`src/rtl/ppfd_mux.sv`:
```
module ppfd_mux (
  input  logic       clk,
  input  logic       rst_n,
  input  logic       cfg_we,
  input  logic [1:0] cfg_mode,
  input  logic       pwr_on,
  input  logic       ecp_mode,
  input  logic       dma_en,
  input  logic [1:0] drv_sel,
  input  logic [9:0] fd_out,
  output logic [4:0] fd_in,
  output logic [9:0] nat_out,
  output logic       nat_oe,
  input  logic [4:0] nat_in,
  input  logic       par_data_we,
  input  logic [7:0] par_data_wr,
  input  logic [7:0] par_dout,
  input  logic       par_oe,
  input  logic [3:0] par_ctl,
  input  logic       par_dma_req,
  input  logic       par_irq,
  output logic       par_dack_n,
  output logic [7:0] pin_d_o,
  output logic       pin_d_oe,
  input  logic [7:0] pin_d_i,
  output logic [3:0] pin_c_o,
  output logic       pin_c_oe,
  input  logic [4:0] pin_s_i,
  input  logic       pin_dack_n_i,
  output logic       pin_drq_o,
  output logic       pin_drq_oe,
  output logic       pin_irq_o,
  output logic       pin_irq_oe,
  output logic [7:0] rd_data,
  output logic [3:0] rd_ctl,
  output logic [4:0] rd_stat
);
  localparam logic [3:0] CTL_UNPLUGGED  = 4'b1000;
  localparam logic [4:0] STAT_UNPLUGGED = 5'b01001;

  logic [1:0] mode_q;
  logic [7:0] data_q;

  always_ff @(posedge clk or negedge rst_n)
    if (!rst_n) begin
      mode_q <= 2'b00;
      data_q <= 8'h00;
    end else begin
      if (cfg_we)      mode_q <= cfg_mode;
      if (par_data_we) data_q <= par_data_wr;
    end

  logic sharing, two_drv, routed, pp_on;
  assign sharing = |mode_q;
  assign two_drv = mode_q[1];
  assign routed  = two_drv ? !drv_sel[1] : (mode_q[0] && drv_sel == 2'd1);
  assign pp_on   = !sharing && pwr_on;

  logic [9:0] fd_port;
  always_comb begin
    fd_port = fd_out;
    if (!two_drv) begin
      fd_port[6] = 1'b1;
      fd_port[8] = 1'b1;
    end
    if (!routed) fd_port = '1;
  end

  assign nat_out = fd_out;
  assign nat_oe  = !routed;
  assign fd_in   = routed ? pin_s_i : nat_in;

  assign pin_d_o  = sharing ? fd_port[7:0] : par_dout;
  assign pin_d_oe = sharing ? 1'b1 : (pp_on && par_oe);
  assign pin_c_o  = sharing ? {2'b11, fd_port[9:8]} : par_ctl;
  assign pin_c_oe = sharing || pp_on;

  assign par_dack_n = pp_on ? pin_dack_n_i : 1'b1;
  assign pin_drq_o  = pp_on && par_dma_req;
  assign pin_drq_oe = pp_on || (ecp_mode && dma_en);
  assign pin_irq_o  = pp_on && par_irq;
  assign pin_irq_oe = pp_on;

  assign rd_data = sharing ? data_q : pin_d_i;
  assign rd_ctl  = sharing ? CTL_UNPLUGGED : par_ctl;
  assign rd_stat = sharing ? STAT_UNPLUGGED : pin_s_i;

  p_mode_hold_r1: assert property (@(posedge clk) disable iff (!rst_n)
    !cfg_we |=> $stable(mode_q));
  p_native_path_r5: assert property (@(posedge clk) disable iff (!rst_n)
    nat_oe |-> fd_in == nat_in);
  p_cable_out_r7: assert property (@(posedge clk) disable iff (!rst_n)
    (mode_q != 2'b00) |-> (rd_ctl == 4'b1000 && rd_stat == 5'b01001));
  p_data_keep_r8: assert property (@(posedge clk) disable iff (!rst_n)
    (sharing && !cfg_we && !par_data_we) |=> $stable(rd_data));
  p_irq_quiet_r9: assert property (@(posedge clk) disable iff (!rst_n)
    !pwr_on |-> !pin_irq_oe);
  p_drq_low_r10: assert property (@(posedge clk) disable iff (!rst_n)
    (sharing && pin_drq_oe) |-> !pin_drq_o);
  p_one_drive_mask_r3: assert property (@(posedge clk) disable iff (!rst_n)
    (mode_q == 2'b01) |-> (pin_d_o[6] && pin_c_o[0]));
endmodule

```
`config.mk`:
```
export PLATFORM = sky130hd
export DESIGN_NAME = ppfd_mux
export DESIGN_NICKNAME = d
export VERILOG_FILES = /design/src/rtl/ppfd_mux.sv
export SDC_FILE = /design/constraint.sdc
export NUM_CORES = 1
export LEC_CHECK = 0
export ABC_AREA = 1
export BUFFER_PORTS_ARGS = -buffer_cell sky130_fd_sc_hd__buf_4
export CAP_MARGIN = 20
export CORE_MARGIN = 2
export CORE_UTILIZATION = 36
export CTS_CLUSTER_DIAMETER = 60
export DETAILED_ROUTE_END_ITERATION = 16
export PLACE_DENSITY_LB_ADDON = 0.1
export SLEW_MARGIN = 25
export SYNTH_ARGS = -nofsm -noshare
export SYNTH_HDL_FRONTEND = slang
export SYNTH_SLANG_ARGS = --single-unit
```
`constraint.sdc`:
```
create_clock -name clk -period 3.69 [get_ports clk]
set_input_delay 0.369 -clock clk [delete_from_list [all_inputs] [get_ports clk]]
set_output_delay 0.369 -clock clk [all_outputs]
set_load 0.03 [all_outputs]
```
# Yosys cells after proc, flatten, opt, wreduce, memory -nomap -nowiden
# Index checks and enable logic that the tools add are counted.
classes:
  eq_ne: 1
  muxes: 12
  reduce_logical: 12
op_table:
  columns: ["cell", "n"]
  rows:
  - ["8-bit two-way mux", 2]
  - ["10-bit two-way mux", 1]
  - ["5-bit two-way mux", 2]
  - ["4-bit two-way mux", 2]
  - ["1-bit logical AND", 6]
  - ["1-bit two-way mux", 5]
  - ["1-bit zero test", 3]
  - ["2-bit by 1-bit == test with 1-bit output (second input constant)", 1]
  - ["1-bit logical OR", 2]
  - ["2-bit OR reduction", 1]
totals:
  regBits: 10
  wordCells: 27

# Logic depth before layout (Yosys ltp)
depth:
  ltp_word: 5
  ltp_mapped: 7

# Worst setup path after synthesis
# Ideal clock, no wire load.
synth_timing:
  path_kind: "flip-flop to output port"
  from: "register mode_q[1]"
  to: "output port pin_c_o[0]"
  arrival_ns: 1.298
  required_time_ns: 3.321
  slack_ns: 2.023
  stages_incl_launch_ff: 6
  path_cell_list: "dfrtp_1 -> nor2_2 -> inv_2 -> buf_6 -> buf_6 -> o21ai_1"
synth_between:
  elab_chain_cells: 3
  word_cells_on_any_way: 5
  cone_classes: "4 x mux; 1 x reduce/logical"
synth_lines:
  columns: ["element", "line_no", "source"]
  rows:
  - ["start: declaration", "41", "logic [1:0] mode_q;"]
  - ["start signal: assignment", "49", "if (cfg_we) mode_q <= cfg_mode;"]
  - ["1-bit two-way mux (on tied branches)", "62, 56", null]
  - ["10-bit two-way mux", "66", "if (!routed) fd_port = '1;"]
  - ["4-bit two-way mux (*)", "75", "assign pin_c_o = sharing ? {2'b11, fd_port[9:8]} : par_ctl;"]
  - ["end: declaration", "26", "output logic [3:0] pin_c_o,"]
# Mark *: on every way between the ends. The rest lies on a longest branch, timed or not.

# Final worst setup path
layout_timing:
  from: "register mode_q[1]"
  to: "output port pin_d_o[1]"
layout_between:
  elab_chain_cells: 3
  word_cells_on_any_way: 4
  cone_classes: "3 x mux; 1 x reduce/logical"
layout_lines:
  columns: ["element", "line_no", "source"]
  rows:
  - ["1-bit two-way mux", "56", "assign routed = two_drv ? !drv_sel[1] : (mode_q[0] && drv_sel == 2'd1);"]
  - ["10-bit two-way mux", "66", null]
  - ["8-bit two-way mux (*)", "73", "assign pin_d_o = sharing ? fd_port[7:0] : par_dout;"]
  - ["end: declaration", "23", "output logic [7:0] pin_d_o,"]
# Marked as above.

==> summary.md <==
| Metric | Value |
|---|---|
| RSZ-0062 raised after global routing | `false` |
| CTS Buf Count | `3` |
| CTS tree | `built` |
| Core area | `around 2500 µm²` |
| EDFF count, synth | `0` |
| Die Width | `between 50 and 60 µm` |
| Pwr dens | `303.3 nW/µm²` |
| Synth async-reset ratio | `100.0%` |
| Drt pass-1 iters | `6` |
| CTS sink cnt | `10` |
| Post-CTS resize count | `0` |
| Final WL | `slightly below 3000 µm` |
| ANT nets after route | `0` |
| Chip height | `roughly 56 µm` |
| Mapped Nets | `227` |
| Fin crit period | `2590 ps` |
| Final HPWL from detailed placement | `roughly 2500 µm` |
| Clk buf depth | `2` |
| Sequential area share after synthesis | `~25%` |
| DRT iter0 DRCs | `21` |
| Tcrit/Tclk final | `approximately 70%` |
| Vias in the first global route | `about 1000` |
| Startpoint types | `flop` |
| Initial Util | `between 30% and 40%` |
| Worst rel slew slack | `54.44%` |
| Max Clock Skew | `0 ps` |
| H-tree depth | `1` |
| CTS root buf | `clkbuf_4` |
| Residual DRC count | `0` |
| GRT Resource Usage Total | `18.15%` |
| Port Buffers | `~110` |
| Area Overhead vs Synth | `81.75%` |
| CP Cell Sequence | `nor2_2 > inv_2 > or2_2 > nand2_1 > inv_1 > buf_4` |
| Yosys Warn Count | `0` |
| Leak | `between 1 and 1.5 nW` |
| Num rows | `18` |
| Via count | `1231` |
| Post-layout net count | `329` |
| Worst EP arrival | `2220 ps` |
| Main synth FF type | `dfrtp_1` |
| First-pass GRT wire length | `4712 µm` |
| Average cell area after synthesis | `about 6 µm²` |
| GPL Wtd Cong | `approximately 0.79` |
| Share of layout cells above drive strength 1 | `about half` |
| Hold Path Class | `in -> reg` |
| Max-cap violation count | `0` |
| Critical Path End Type | `primary output` |
| Placed cell count | `290` |
| Setup TNS | `0 ps` |
| Status | `finished, final reports clean` |
| Final std cells w/o fill | `around 300` |
| Die area | `roughly 3200 µm²` |
| Pin count of the biggest net entering global routing | `35` |
| Yosys reg bits | `10` |
| Mapped Area | `just under 1000 µm²` |
| Fin. max-slew vios | `0` |
| # diodes | `0` |
| Remaining global-route overflow | `0` |
| Wirelength per Cell | `~10 µm` |
| Worst EP required | `between 3000 and 4000 ps` |
| Final hold viol count | `0` |
| Top Ports | `115` |
| Initial antenna violation count | `0` |
| Mean number of vias per cell | `4.173` |
| Cells after Synth | `approximately 160` |
| Critical path peak fanout | `34` |
| Slew @ Worst Pin | `between 600 and 700 ps` |
| Critical path's slowest cell | `nor2_2` |
| Clock Latency Late Sink | `approximately 250 ps` |
| Fmax | `386.1 MHz` |
| Setup Viol. Count Final | `0` |
| Crit Path Class | `reg -> out` |
| Yosys cell types | `19` |
| Reg clk slew, reported paths | `~60 ps` |
| Delay-heaviest family, CP | `simple AND/OR/NAND/NOR gates` |
| Crit-path max cell delay | `~560 ps` |
| Peak supply drop | `just under 0.3 mV` |
| CP Buf/Inv Count | `3` |
[repair_timing]
item | CTS | global route
hold buffers | 1 | 0
buffers inserted | 0 | 0
hold endpoints to repair | 10 | 0
[cells by family after synthesis]
| family | after synthesis | synth area share, % |
|---|---|---|
| multiplexers | 2 | 2.281 |
| AO/OA/AOI/OAI | 19 | 9.759 |
| flip-flops | 10 | 25.35 |
| AND/OR/NAND/NOR | 79 | 35.49 |
| buffers and inverters | 54 | 27.12 |
[final cells by class]
| class | count | area (µm²) |
|---|---|---|
| Clock buffer | 4 | 36.28 |
| Inverter | 36 | 135.1 |
| Fill cell | 237 | 750.7 |
| Tap cell | 30 | 37.54 |
| Sequential cell | 10 | 250.2 |
| Multi-Input combinational cell | 100 | 469.2 |
| Timing Repair Buffer | 115 | 865.8 |
[state kept, by name, summed over array words and instances, names as in the netlist]
register,flops
data_q,8
mode_q,2
[layer usage]
layer / up-vias / share of wire [%] / GRT usage [%]
met4: 0 / 0.47 / 6.122
met2: 58 / 53 / 33.45
li1: 681 / - / -
met3: 2 / 8.8 / 2.765
met5: - / 0 / 0
met1: 490 / 38 / 21.16
[stage by stage]
stage | power [mW] | worst slack, ps | cell area, µm² | util, % | hold slack, ps
finish | 0.5442 | 1100 | 1794 | 70.50 | 316.7
global route | 0.5803 | 792.9 | 1794 | 70.50 | 313.8
CTS | 0.5508 | 1051 | 1794 | 70.50 | 306.6
detailed placement | 0.4529 | 1343 | 1748 | 68.68 | 202.2
global placement | 0.4500 | 1387 | 1748 | 68.68 | 202.3
floorplan | 0.3238 | 2023 | 987.2 | - | 73.41
[synthesized netlist by cell type (2+ instances only)]
master	n	area, µm²
nor2_1	8	30.03
dfrtp_1	10	250.2
buf_6	2	22.52
nand3_1	13	65.06
nand2_2	2	12.51
o21ai_0	17	85.08
or2_0	2	12.51
clkbuf_1	2	7.510
buf_4	13	97.59
mux2_2	2	22.52
inv_1	35	131.4
or2_2	9	56.30
nand2_1	43	161.4
[placed cells by master (no fill, tap or decap), drive strengths merged]
cell type    instances
buf                114
nand2               45
inv                 36
o21ai               18
nand3               13
or2                 12
dfrtp               10
nor2                 9
clkbuf               4
mux2                 2
o22ai                1
dlygate4sd3          1
[where the power goes]
group	switching, mW	internal, mW
Combinational	0.192	0.134
Sequential	0.00370	0.120
Clock	0.0353	0.0598
Total	0.231	0.313
[final timing paths]
check | endpoint | slack (ps) | cells after the start | from
max | pin_d_o[1] | 1100 | 6 | mode_q[1]$_DFFE_PN0P_
min | data_q[3]$_DFFE_PN0P_ | 320 | 3 | par_data_wr[3]
max reg2reg | mode_q[1]$_DFFE_PN0P_ | 2910 | 1 | mode_q[1]$_DFFE_PN0P_
min reg2reg | data_q[5]$_DFFE_PN0P_ | 520 | 2 | data_q[5]$_DFFE_PN0P_
max in group asynchronous | data_q[0]$_DFFE_PN0P_ | 3070 | 2 | rst_n
min in group asynchronous | data_q[5]$_DFFE_PN0P_ | 480 | 2 | rst_n
(Power assumes the default switching activity.)
